File: src/rtl/qdm_pkg.sv
package qdm_pkg;

  typedef logic [1:0] quad_t;

  // Gray-coded dibit to quadrant increment: 00->0, 01->1, 11->2, 10->3
  function automatic quad_t dibit_to_step(input logic [1:0] d);
    return {d[1], d[1] ^ d[0]};
  endfunction

  // Quadrant difference back to Gray-coded dibit
  function automatic logic [1:0] step_to_dibit(input quad_t s);
    return {s[1], s[1] ^ s[0]};
  endfunction

endpackage

File: src/rtl/qdm_diff_enc.sv
module qdm_diff_enc
  import qdm_pkg::*;
#(
  parameter int SYM_CLKS = 8
) (
  input  logic       clk,
  input  logic       rst_n,
  input  logic       in_valid,
  input  logic [1:0] in_dibit,
  output logic       in_ready,
  output quad_t      phase_next,
  output logic       strobe_o,
  output logic       uflow_o
);

  localparam int CW = (SYM_CLKS > 1) ? $clog2(SYM_CLKS) : 1;
  localparam logic [CW-1:0] LAST = CW'(SYM_CLKS - 1);

  logic [CW-1:0] cnt_q, cnt_d;
  quad_t         phase_q, phase_d;
  logic          strobe_q, strobe_d;
  logic          uflow_q, uflow_d;
  logic          boundary, take;

  always_comb begin
    boundary = (cnt_q == LAST);
    take     = boundary & in_valid;
    cnt_d    = boundary ? '0 : cnt_q + CW'(1);
    phase_d  = take ? quad_t'(phase_q + dibit_to_step(in_dibit)) : phase_q;
    strobe_d = boundary;
    uflow_d  = boundary & ~in_valid;
  end

  always_ff @(posedge clk or negedge rst_n) begin
    if (!rst_n) begin
      cnt_q    <= LAST;
      phase_q  <= '0;
      strobe_q <= 1'b0;
      uflow_q  <= 1'b0;
    end else begin
      cnt_q    <= cnt_d;
      phase_q  <= phase_d;
      strobe_q <= strobe_d;
      uflow_q  <= uflow_d;
    end
  end

  assign in_ready   = boundary;
  assign phase_next = phase_d;
  assign strobe_o   = strobe_q;
  assign uflow_o    = uflow_q;

  // a ready clock is never followed directly by another
  a_r2_ready_spacing: assert property (@(posedge clk) disable iff (!rst_n)
    in_ready |=> !in_ready);

  // the symbol strobe lasts a single clock
  a_r6_strobe_single: assert property (@(posedge clk) disable iff (!rst_n)
    strobe_q |=> !strobe_q);

  // an underflow symbol repeats the previous phase
  a_r7_uflow_holds: assert property (@(posedge clk) disable iff (!rst_n)
    uflow_q |-> (phase_q == $past(phase_q)));

  // underflow only ever marks the start of a symbol
  a_r7_uflow_on_strobe: assert property (@(posedge clk) disable iff (!rst_n)
    uflow_q |-> strobe_q);

endmodule

File: src/rtl/qdm_carrier.sv
module qdm_carrier
  import qdm_pkg::*;
#(
  parameter int SAMPLE_W = 8,
  parameter int AMP      = 127
) (
  input  logic                       clk,
  input  logic                       rst_n,
  input  quad_t                      phase_i,
  output logic signed [SAMPLE_W-1:0] sample_o
);

  localparam logic signed [SAMPLE_W-1:0] POS = SAMPLE_W'(AMP);
  localparam logic signed [SAMPLE_W-1:0] NEG = -POS;

  logic [1:0]                 car_q, car_d;
  logic signed [SAMPLE_W-1:0] samp_q, samp_d;
  logic signed [SAMPLE_W-1:0] lvl_i, lvl_q;

  always_comb begin
    lvl_i = (phase_i[1] ^ phase_i[0]) ? NEG : POS;
    lvl_q = phase_i[1] ? NEG : POS;
    car_d = car_q + 2'd1;
    unique case (car_d)
      2'd0: samp_d = lvl_i;
      2'd1: samp_d = -lvl_q;
      2'd2: samp_d = -lvl_i;
      default: samp_d = lvl_q;
    endcase
  end

  // carrier index resets to 3 so the first boundary lands on index 0
  always_ff @(posedge clk or negedge rst_n) begin
    if (!rst_n) begin
      car_q  <= 2'd3;
      samp_q <= '0;
    end else begin
      car_q  <= car_d;
      samp_q <= samp_d;
    end
  end

  assign sample_o = samp_q;

  // the second half of each carrier cycle negates the first half
  a_r5_half_cycle_negate: assert property (@(posedge clk) disable iff (!rst_n)
    car_q[1] |-> (samp_q == -$past(samp_q, 2)));

endmodule

File: src/rtl/qdm_diff_dec.sv
module qdm_diff_dec
  import qdm_pkg::*;
(
  input  logic       clk,
  input  logic       rst_n,
  input  logic       rx_valid,
  input  quad_t      rx_quad,
  output logic       dec_valid,
  output logic [1:0] dec_dibit
);

  quad_t      prev_q, prev_d;
  logic       vld_q, vld_d;
  logic [1:0] dib_q, dib_d;

  always_comb begin
    vld_d  = rx_valid;
    prev_d = rx_valid ? rx_quad : prev_q;
    dib_d  = rx_valid ? step_to_dibit(quad_t'(rx_quad - prev_q)) : dib_q;
  end

  always_ff @(posedge clk or negedge rst_n) begin
    if (!rst_n) begin
      prev_q <= '0;
      vld_q  <= 1'b0;
      dib_q  <= '0;
    end else begin
      prev_q <= prev_d;
      vld_q  <= vld_d;
      dib_q  <= dib_d;
    end
  end

  assign dec_valid = vld_q;
  assign dec_dibit = dib_q;

  // an unchanged quadrant decodes to 00
  a_r8_same_quad_zero: assert property (@(posedge clk) disable iff (!rst_n)
    (rx_valid && rx_quad == prev_q) |=> (dec_dibit == 2'b00));

  // output valid only after an input valid
  a_r8_valid_follows: assert property (@(posedge clk) disable iff (!rst_n)
    dec_valid |-> $past(rx_valid));

endmodule

File: src/rtl/qpsk_diff_mod.sv
module qpsk_diff_mod
  import qdm_pkg::*;
#(
  parameter int SYM_CLKS = 8,
  parameter int SAMPLE_W = 8,
  parameter int AMP      = 127
) (
  input  logic                       clk,
  input  logic                       rst_n,
  input  logic                       in_valid,
  input  logic [1:0]                 in_dibit,
  output logic                       in_ready,
  output logic                       sym_strobe,
  output logic                       underflow,
  output logic signed [SAMPLE_W-1:0] sample,
  input  logic                       rx_valid,
  input  logic [1:0]                 rx_quad,
  output logic                       dec_valid,
  output logic [1:0]                 dec_dibit
);

  logic  rst_meta_q, rst_sync_q;
  quad_t phase_next;

  always_ff @(posedge clk or negedge rst_n) begin
    if (!rst_n) begin
      rst_meta_q <= 1'b0;
      rst_sync_q <= 1'b0;
    end else begin
      rst_meta_q <= 1'b1;
      rst_sync_q <= rst_meta_q;
    end
  end

  qdm_diff_enc #(.SYM_CLKS(SYM_CLKS)) enc_i (
    .clk       (clk),
    .rst_n     (rst_sync_q),
    .in_valid  (in_valid),
    .in_dibit  (in_dibit),
    .in_ready  (in_ready),
    .phase_next(phase_next),
    .strobe_o  (sym_strobe),
    .uflow_o   (underflow)
  );

  qdm_carrier #(.SAMPLE_W(SAMPLE_W), .AMP(AMP)) car_i (
    .clk     (clk),
    .rst_n   (rst_sync_q),
    .phase_i (phase_next),
    .sample_o(sample)
  );

  qdm_diff_dec dec_i (
    .clk      (clk),
    .rst_n    (rst_sync_q),
    .rx_valid (rx_valid),
    .rx_quad  (rx_quad),
    .dec_valid(dec_valid),
    .dec_dibit(dec_dibit)
  );

endmodule

File: config.mk
export PLATFORM = sky130hd
export DESIGN_NAME = qpsk_diff_mod
export DESIGN_NICKNAME = d
export VERILOG_FILES = /design/src/rtl/qdm_pkg.sv /design/src/rtl/qdm_diff_enc.sv /design/src/rtl/qdm_carrier.sv /design/src/rtl/qdm_diff_dec.sv /design/src/rtl/qpsk_diff_mod.sv
export SDC_FILE = /design/constraint.sdc
export NUM_CORES = 1
export LEC_CHECK = 0
export BUFFER_PORTS_ARGS = -buffer_cell sky130_fd_sc_hd__buf_4
export CAP_MARGIN = 10
export CORE_MARGIN = 3
export CORE_UTILIZATION = 55
export CTS_BUF_LIST = sky130_fd_sc_hd__clkbuf_4 sky130_fd_sc_hd__clkbuf_8
export DETAILED_ROUTE_END_ITERATION = 10
export HOLD_SLACK_MARGIN = 0.08
export PLACE_DENSITY = 0.82
export SYNTH_ARGS = -nofsm -noshare
export SYNTH_HDL_FRONTEND = slang
export SYNTH_HIERARCHICAL = 1
export SYNTH_SLANG_ARGS = --single-unit
File: constraint.sdc
create_clock -name clk -period 1.6 [get_ports clk]
set_input_delay 0.24 -clock clk [delete_from_list [all_inputs] [get_ports clk]]
set_output_delay 0.24 -clock clk [all_outputs]
set_load 0.03 [all_outputs]
==> results of run 1 <==
synth_stat cells, drive strengths merged, types with 3 or more instances:
library cell,number
dfrtp,14
ha,8
buf,6
dfstp,5
mux2,5
nor2,5
xnor2,5
inv,4
nor3,3
cell families after synthesis:
group	share of synthesized area [%]
xor+xnor	7.71
buf+inv	7.15
simple gates	7.43
other cells	0.842
compound gates	4.91
flops	54.0
mux	6.73
fa+ha+maj	11.2
layer usage:
| metal | routed length (um) | share of wire [%] |
|---|---|---|
| met1 | 678 | 42 |
| met2 | 833 | 51 |
| met3 | 96 | 5.9 |
| met4 | 21 | 1.3 |
| met5 | 0 | 0 |
sequential cells by signal (all words and copies together), names as in the netlist:
signal / count
rst_sync_q: 1
enc_i/uflow_o: 1
rst_meta_q: 1
enc_i/strobe_o: 1
enc_i/phase_q: 2
dec_i/dec_valid: 1
dec_i/prev_q: 2
car_i/car_q: 2
dec_i/dec_dibit: 2
car_i/sample_o: 3
enc_i/cnt_q: 3
worst max-delay path, cell delays in order, from the launching register on:
cell	delay [ns]
dfstp_2	0.57
ha_4	0.15
ha_4	0.14
nand2_4	0.06
nor2_4	0.11
xor2_2	0.08
buf_4	0.15
nor3_1	0.18
a21oi_1	0.06
o221a_2	0.24
where the power goes:
part,total [W],internal [W],switching (W)
combinational,0.000811,0.000370,0.000441
sequential,0.000625,0.000560,0.0000650
clock,0.000251,0.000114,0.000137
what timing repair did:
item,4_1_cts,5_1_grt
gates cloned,0,1
setup buffers,3,3
resized for setup,2,6
pin swaps,0,4
setup endpoints to repair,3,3
hold buffers,1,0
endpoints found under the hold margin,2,0
worst max path at each step:
stage                                   from                          end  slack [ns]  cells past startpoint
floorplan           enc_i/cnt_q[1]$_DFF_PN1_  car_i/sample_o[6]$_DFF_PN0_       -0.26                      9
CTS                 enc_i/cnt_q[1]$_DFF_PN1_  car_i/sample_o[6]$_DFF_PN0_       -0.24                      9
detailed placement               in_dibit[0]  car_i/sample_o[7]$_DFF_PN0_       -0.29                     10
global placement                 in_dibit[0]  car_i/sample_o[7]$_DFF_PN0_       -0.23                     10
global route        enc_i/cnt_q[0]$_DFF_PN1_  car_i/sample_o[7]$_DFF_PN0_       -0.36                      9
finish              enc_i/cnt_q[0]$_DFF_PN1_  car_i/sample_o[7]$_DFF_PN0_       -0.26                      9
layout make-up:
cell class | count | area, um2 | area share (%)
clock buffer | 4 | 30.0 | 2.48
inverter | 4 | 15.0 | 1.24
multi-input combinational | 41 | 412 | 34.0
sequential | 19 | 482 | 39.7
tap | 15 | 18.8 | 1.55
timing repair buffer | 33 | 255 | 21.1
per-stage QoR:
| step | worst slack [ns] | util, % | hold WS, ns | setup TNS [ns] | area, um2 |
|---|---|---|---|---|---|
| after floorplan | -0.257 | - | -0.0556 | -0.476 | 933 |
| after global placement | -0.227 | 77.1 | 0.0238 | -0.446 | 1090 |
| after detailed placement | -0.289 | 77.1 | 0.0236 | -0.572 | 1090 |
| after CTS | -0.243 | 82.1 | 0.0891 | -0.554 | 1160 |
| after global routing | -0.364 | 85.7 | 0.0868 | -1.08 | 1210 |
| final | -0.258 | 85.7 | 0.0994 | -0.742 | 1210 |
==> results.toml, run 1 <==
[worst_setup_path]
r2r_cells = 9
worstPathRequired_ns = 1.78
timing.setup.critical_path_class = "register to register"
crit_arrival_ns = 2.04
crit_path_start_kind = "register"
reg2reg_from = "enc_i/cnt_q[0]$_DFF_PN1_"
ff2ff_setup_slack_ns = -0.26
critPathMaxFanout = 5
reg2reg_to = "car_i/sample_o[7]$_DFF_PN0_"
end_kind = "register"

[floorplanning]
fp.dieH_um = 46.3
io_pins = 22
die_w_um = 46.3
core_area_um2 = 1420
die_area_um2 = 2140
rows = 13
start_util_pct = 63.0

[logic_synthesis]
yosys_warnings = 6
syn_avg_cell_area_um2 = 12.7
ys_async_sr_fraction_pct = 100
synth_nets = 86
yosys.area.top_type = "dfrtp_1"
synth_edf_count = 0
netlist.area_leader.share_pct = 39.3
syn_inst = 70
synth-seq-area-share_pct = 54.0
netlist_area_um2 = 892
synth-seq-cells = 19
synth_ff_type = "dfrtp_1"
synthTopCellsByArea = "dfrtp_1 39%, dfstp_2 15%, ha_1 11%"
synth.distinct_cells = 24

[clock_network]
clockBufferDepth = 2
cts_buffers = 3
cts.htree.levels = 1
cts_root_buf = "clkbuf_4"
cts_tree = "done"
clock-sinks = 19
path_clk_slew_ns = 0.11
clk_latency_ns = 0.29

[hold_path]
hold_path.class = "input port to register"
worstHoldPathCells = 1
hp-start = "rx_valid"
hold-path-endpoint = "dec_i/dec_valid$_DFF_PN0_"

[layout]
syn2layout_area_growth_pct = 35.9
drive_gt1_share_pct = 54.5
fillerInstances = 68
layout_common_cells = "29 x buf_4, 14 x dfrtp_1, 6 x ha_1"
fin_cells = 116
final_common_cell = "buf_4"
final_nets = 118
n_antenna_cell = 0

[placed_design]
dp_hpwl_um = 1110
numPlacedInstances = 104
gp_congestion = 0.676
port_buffers = 21

[timing]
fmax_mhz = 538
hold_viol_final = 0
finalCritPeriodShare_pct = 116
grt_setup_unrepaired = "yes"
skew_ns = 0.00801
timing.final.ws_setup_ns = -0.258
layout_min_cycle_time_ns = 1.86
slew_violations = 0
max_slew.worst_pin.slew_ns = 0.685
setup_viol = 4
slew_headroom_pct = 54.3

[drt]
vias = 577
wirelength_um = 1630
drc = 0
viasPerCell = 4.97
drt_iter0_drc = 9
antenna_left = 0
wl_per_cell_um = 14.1
dr.pass1.iters = 2

[global_routing]
grt_max_degree = 18
grt-ovfl-total = 0
grt_pass1_wl_um = 2520
grt_pass1_vias = 552
grtUsageTotal_pct = 17.4
grt_util_met3_pct = 3.52
gr-max-usage-layer = "met2"
met2_usage_pct = 31.9
grtUsageMet1_pct = 20.2
antenna_found_initial = 0

[status]
violations = "negative setup slack"
outcome = "complete, but fails checks"

[power]
p_leak_nw = 0.572
ir_drop_uv = 846
total_power_w = 0.00169
power_density_nw_per_um2 = 1390

[run]
maxCapViolCount = 0
(Power assumes the default switching activity.)
==> run 2: changes to the inputs <==
--- a/config.mk
+++ b/config.mk
@@ -12,7 +12,8 @@
 export CTS_BUF_LIST = sky130_fd_sc_hd__clkbuf_4 sky130_fd_sc_hd__clkbuf_8
 export DETAILED_ROUTE_END_ITERATION = 10
 export HOLD_SLACK_MARGIN = 0.08
-export PLACE_DENSITY = 0.82
+export PLACE_DENSITY = 0.94
+export SLEW_MARGIN = 20
 export SYNTH_ARGS = -nofsm -noshare
 export SYNTH_HDL_FRONTEND = slang
 export SYNTH_HIERARCHICAL = 1
==> run 2 against run 1 <==
Against the previous run: the flow still finishes with violations (negative setup slack); critical path depth stayed put; clock power hardly changed; sequential cell count stayed put; sequential power hardly changed; via count is 1.6% lower; worst setup slack better by 0.025 ns; critical path type unchanged; critical endpoint is now car_i/sample_o[6]$_DFF_PN0_; largest cell class unchanged; highest routed layer unchanged.
==> results.toml, run 2 (same netlist as run 1, synthesis figures left out) <==
[status]
outcome = "complete, but fails checks"
violations = "negative setup slack"

[global_routing]
grtUsageTotal_pct = 14.9
grt_max_degree = 18
grt_pass1_vias = 529
antenna_found_initial = 0
grt-ovfl-total = 0
grt_pass1_wl_um = 2170

[clock_network]
clk_latency_ns = 0.29
clock-sinks = 19
cts_root_buf = "clkbuf_4"
cts_tree = "done"
cts_buffers = 3
clockBufferDepth = 2
path_clk_slew_ns = 0.10
cts.htree.levels = 1

[worst_setup_path]
ff2ff_setup_slack_ns = -0.23
slowest_delay_ns = 0.56
worstPathRequired_ns = 1.82
crit_path_start_kind = "register"
slowest_stage = "dfstp_2"
critical_path_cell_count = 9
path_buf_inv = 1
crit_path_frequent_cell = "ha_4"
crit_family = "flip-flops"
end_kind = "register"
critPathMaxFanout = 5
r2r_cells = 9
crit_chain = "ha_4 > ha_4 > nand2_4 > nor2_4 > xor2_2 > buf_4 > nor2_1 > a221o_1 > a21oi_1"
timing.setup.critical_path_class = "register to register"
crit_arrival_ns = 2.06

[floorplanning]
fp.dieH_um = 46.3
die_area_um2 = 2140
start_util_pct = 63.0
io_pins = 22
core_area_um2 = 1420
die_w_um = 46.3
rows = 13

[timing]
max_slew.worst_pin.slew_ns = 0.648
timing.final.ws_setup_ns = -0.233
slew_violations = 0
slew_headroom_pct = 56.8
hold_viol_final = 0
fmax_mhz = 546
grt_setup_unrepaired = "yes"
setup_viol = 3
finalCritPeriodShare_pct = 115
skew_ns = 0.00438
layout_min_cycle_time_ns = 1.83

[drt]
vias = 568
antenna_left = 0
viasPerCell = 5.16
wl_per_cell_um = 12.9
dr.pass1.iters = 2
drc = 0
wirelength_um = 1420
drt_iter0_drc = 2

[run]
maxCapViolCount = 0

[layout]
fillerInstances = 77
syn2layout_area_growth_pct = 30.3
final-seq-area_um2 = 482
final_util_pct = 82.1
final_common_cell = "buf_4"
drive_gt1_share_pct = 50.5
multiInputGateArea_um2 = 410
final_nets = 112
n_antenna_cell = 0
stdcell_area_um2 = 1160
layout_common_cells = "24 x buf_4, 14 x dfrtp_1, 6 x ha_1"

[power]
p_leak_nw = 0.540
power_density_nw_per_um2 = 1400
ir_drop_uv = 848
total_power_w = 0.00162

[placed_design]
dp_hpwl_um = 1050
port_buffers = 21
placed_cell_area_um2 = 1080
place_worst_setup_slack_ns = -0.284
gp_congestion = 0.654

[hold_path]
hold_path.class = "input port to register"
worstHoldPathCells = 1
run 2: cell count changes in the layout (fill, tap and decap cells not counted):
cell / delta
a21oi_1: +1
a21oi_2: -1
buf_4: -5
buf_6: -1
nor2_1: +1
nor2_2: -1
nor3_1: -1
nor3_2: +1
run 2: report_power, final:
| group | switching [W] | total [W] | leakage (nW) | internal (W) |
|---|---|---|---|---|
| logic | 0.000415 | 0.000747 | 0.308 | 0.000332 |
| registers | 0.0000662 | 0.000626 | 0.213 | 0.000560 |
| clock network | 0.000137 | 0.000251 | 0.0184 | 0.000114 |
| total | 0.000618 | 0.00162 | 0.540 | 0.00101 |
run 2: through the flow:
stage	hold slack, ns	instances	setup TNS [ns]
final	0.103	110	-0.442
after global routing	0.0978	110	-0.682
after CTS	0.0924	108	-0.488
after detailed placement	0.0246	103	-0.544
after global placement	0.0217	103	-0.439
after floorplan	-0.0556	70	-0.476
run 2: final timing paths:
check                                    startpoint                          end
min                                        rx_valid    dec_i/dec_valid$_DFF_PN0_
max in group asynchronous      rst_sync_q$_DFF_PN0_  dec_i/prev_q[0]$_DFFE_PN0P_
max                        enc_i/cnt_q[0]$_DFF_PN1_  car_i/sample_o[6]$_DFF_PN0_
max reg2reg                enc_i/cnt_q[0]$_DFF_PN1_  car_i/sample_o[6]$_DFF_PN0_
min reg2reg                    rst_sync_q$_DFF_PN0_  car_i/sample_o[0]$_DFF_PN0_
min in group asynchronous                     rst_n         rst_sync_q$_DFF_PN0_
run 2: final cells by class:
cell class	instances	area share [%]
sequential	19	41.4
multi-input combinational	41	35.3
inverter	4	1.29
tap	15	1.61
timing repair buffer	27	17.8
clock buffer	4	2.58
run 2: routing by layer:
layer	vias to the layer above	wire [um]	GRT usage [%]
met5	-	0	0
met4	0	29	10.2
met3	4	108	2.73
met2	24	727	25.5
met1	265	553	16.5
li1	275	-	-
run 2: what timing repair did:
action / in CTS / in global routing
setup buffers: 0 / 1
gates cloned: 0 / 1
pin swaps: 0 / 3
gates resized for setup: 1 / 5
endpoints found under the hold margin: 2 / 0
hold buffers: 1 / 0
setup endpoints to repair: 3 / 3
==> run 3: changes to the inputs <==
==> constraint.sdc (replaced) <==
create_clock -name clk -period 1.6 [get_ports clk]
set_input_delay 0.08 -clock clk [delete_from_list [all_inputs] [get_ports clk]]
set_output_delay 0.08 -clock clk [all_outputs]
set_load 0.03 [all_outputs]
==> run 3 against run 2 <==
Against the previous run: the run still ends with negative setup slack left; worst setup slack got worse by 0.057 ns; non-clock buffer count is 6 higher; count of clock-buffer cells in the layout shrank 1; clock skew up 0.0023 ns; sequential cell count unchanged; die area did not move; register-to-register slack got worse by 0.06 ns; global-route usage up 2.6 points; final cell count up 5.5%; largest cell class unchanged; critical path type unchanged; critical path depth did not move; wire length up 18%; clock power is 8% lower.
==> results.toml, run 3 (same netlist as run 1, synthesis figures left out) <==
[status]
outcome = "complete, but fails checks"
violations = "negative setup slack"

[power]
power_density_nw_per_um2 = 1370
ir_drop_uv = 709
total_power_w = 0.00169
p_leak_nw = 0.567

[worst_setup_path]
worstPathRequired_ns = 1.83
slowest_stage = "dfstp_2"
crit_chain = "ha_4 > ha_4 > nand2_4 > nor2_4 > xor2_2 > buf_6 > nor2_2 > a221o_1 > a21oi_2"
critPathMaxFanout = 5
r2r_cells = 9
crit_path_start_kind = "register"
crit_path_frequent_cell = "ha_4"
slowest_delay_ns = 0.57
ff2ff_setup_slack_ns = -0.29
end_kind = "register"
reg2reg_to = "car_i/sample_o[6]$_DFF_PN0_"
reg2reg_from = "enc_i/cnt_q[0]$_DFF_PN1_"
crit_arrival_ns = 2.12
timing.setup.critical_path_class = "register to register"

[global_routing]
grt_pass1_wl_um = 2570
grt_pass1_vias = 603
grt-ovfl-total = 0
grt_max_degree = 18
grtUsageTotal_pct = 17.6
antenna_found_initial = 0

[floorplanning]
die_w_um = 46.3
fp.dieH_um = 46.3
die_area_um2 = 2140
start_util_pct = 63.0
core_area_um2 = 1420
io_pins = 22
rows = 13

[hold_path]
hold_path.class = "register to asynchronous set/reset pin"

[placed_design]
place_worst_setup_slack_ns = -0.278
dp_hpwl_um = 1140
port_buffers = 21
gp_congestion = 0.701

[layout]
drive_gt1_share_pct = 50.5
fillerInstances = 62
final_common_cell = "buf_4"
n_antenna_cell = 0
final_nets = 118
layout_common_cells = "25 x buf_4, 14 x dfrtp_1, 6 x ha_1, 6 x dlygate4sd3_1, 5 x dfstp_2"
syn2layout_area_growth_pct = 37.9
final_util_pct = 86.9

[timing]
skew_ns = 0.00663
max_slew.worst_pin.slew_ns = 0.670
slew_headroom_pct = 55.3
grt_setup_unrepaired = "yes"
finalCritPeriodShare_pct = 118
hold_viol_final = 0
fin_hold_ws_ns = 0.275
setup_viol = 2
layout_min_cycle_time_ns = 1.89
timing.final.ws_setup_ns = -0.289
slew_violations = 0
fmax_mhz = 529

[drt]
dr.pass1.iters = 2
vias = 605
drt_iter0_drc = 2
dr_wl_met3_um = 106
highest_layer = "met4"
antenna_left = 0
viasPerCell = 5.22
wirelength_um = 1670
drc = 0
met1_length_um = 637
met2_length_um = 922
wl_per_cell_um = 14.4

[clock_network]
clk_latency_ns = 0.29
path_clk_slew_ns = 0.11
clock-sinks = 19
cts_root_buf = "clkbuf_4"
cts.htree.levels = 1
cts_buffers = 3
clockBufferDepth = 2
cts_tree = "done"

[run]
maxCapViolCount = 0
-- run 3: cell types whose count changed in the layout (fill, tap and decap cells not counted), sizes merged --
cell         before  now
buf              26   27
clkbuf            4    3
clkinv            0    1
dlygate4sd3       1    6
-- run 3: worst max path at each step --
stage / start / to / depth (start not counted)
final: enc_i/cnt_q[0]$_DFF_PN1_ / car_i/sample_o[6]$_DFF_PN0_ / 9
after global routing: enc_i/phase_q[0]$_DFF_PN0_ / car_i/sample_o[6]$_DFF_PN0_ / 8
after CTS: enc_i/cnt_q[0]$_DFF_PN1_ / car_i/sample_o[6]$_DFF_PN0_ / 9
after detailed placement: enc_i/cnt_q[0]$_DFF_PN1_ / car_i/sample_o[7]$_DFF_PN0_ / 9
after global placement: enc_i/cnt_q[0]$_DFF_PN1_ / car_i/sample_o[6]$_DFF_PN0_ / 9
after floorplan: enc_i/cnt_q[1]$_DFF_PN1_ / car_i/sample_o[6]$_DFF_PN0_ / 9
-- run 3: critical path: cells and delay by family (launching register included) --
kind                       cells  cell delay (ns)
and+or+nand+nor                3             0.19
DFF                            1             0.57
AOI/OAI and AO/OA              2             0.44
adders and majority gates      2             0.28
xor gates and xnor gates       1             0.18
buffers and inverters          1             0.15
-- run 3: what timing repair did --
item,in CTS,in global routing
endpoints found under the hold margin,6,0
setup buffers,1,0
endpoints found under the setup margin,2,3
resized for setup,5,4
pin swaps,6,2
cloned,1,0
hold buffers,6,0
-- run 3: where the power goes --
part	switching (W)	leakage [nW]	internal [W]	total, W
clock	0.000139	0.0177	0.0000929	0.000231
combinational	0.000452	0.336	0.000380	0.000832
sequential	0.0000641	0.213	0.000560	0.000624
-- run 3: final cells by class --
cell class | instances | area [um2] | area share [%]
flip-flops and latches | 19 | 482 | 39.2
well taps | 15 | 18.8 | 1.53
repair buffers | 33 | 264 | 21.5
multi-input cells | 41 | 423 | 34.4
clock buffers | 3 | 22.5 | 1.83
clock inverters | 1 | 5.00 | 0.407
inverters | 4 | 15.0 | 1.22
-- run 3: layer usage --
| metal | track usage (%) | vias to the layer above |
|---|---|---|
| met5 | 0 | - |
| met4 | 5.11 | 0 |
| met3 | 5.86 | 2 |
| met2 | 33.2 | 24 |
| met1 | 17.8 | 290 |
| li1 | - | 289 |
-- run 3: through the flow --
| step | TNS, ns | std cells | area, um2 |
|---|---|---|---|
| CTS | -0.472 | 116 | 1210 |
| global route | -0.734 | 116 | 1230 |
| floorplan | -0.476 | 70 | 933 |
| global placement | -0.309 | 104 | 1090 |
| finish | -0.512 | 116 | 1230 |
| detailed placement | -0.528 | 104 | 1090 |
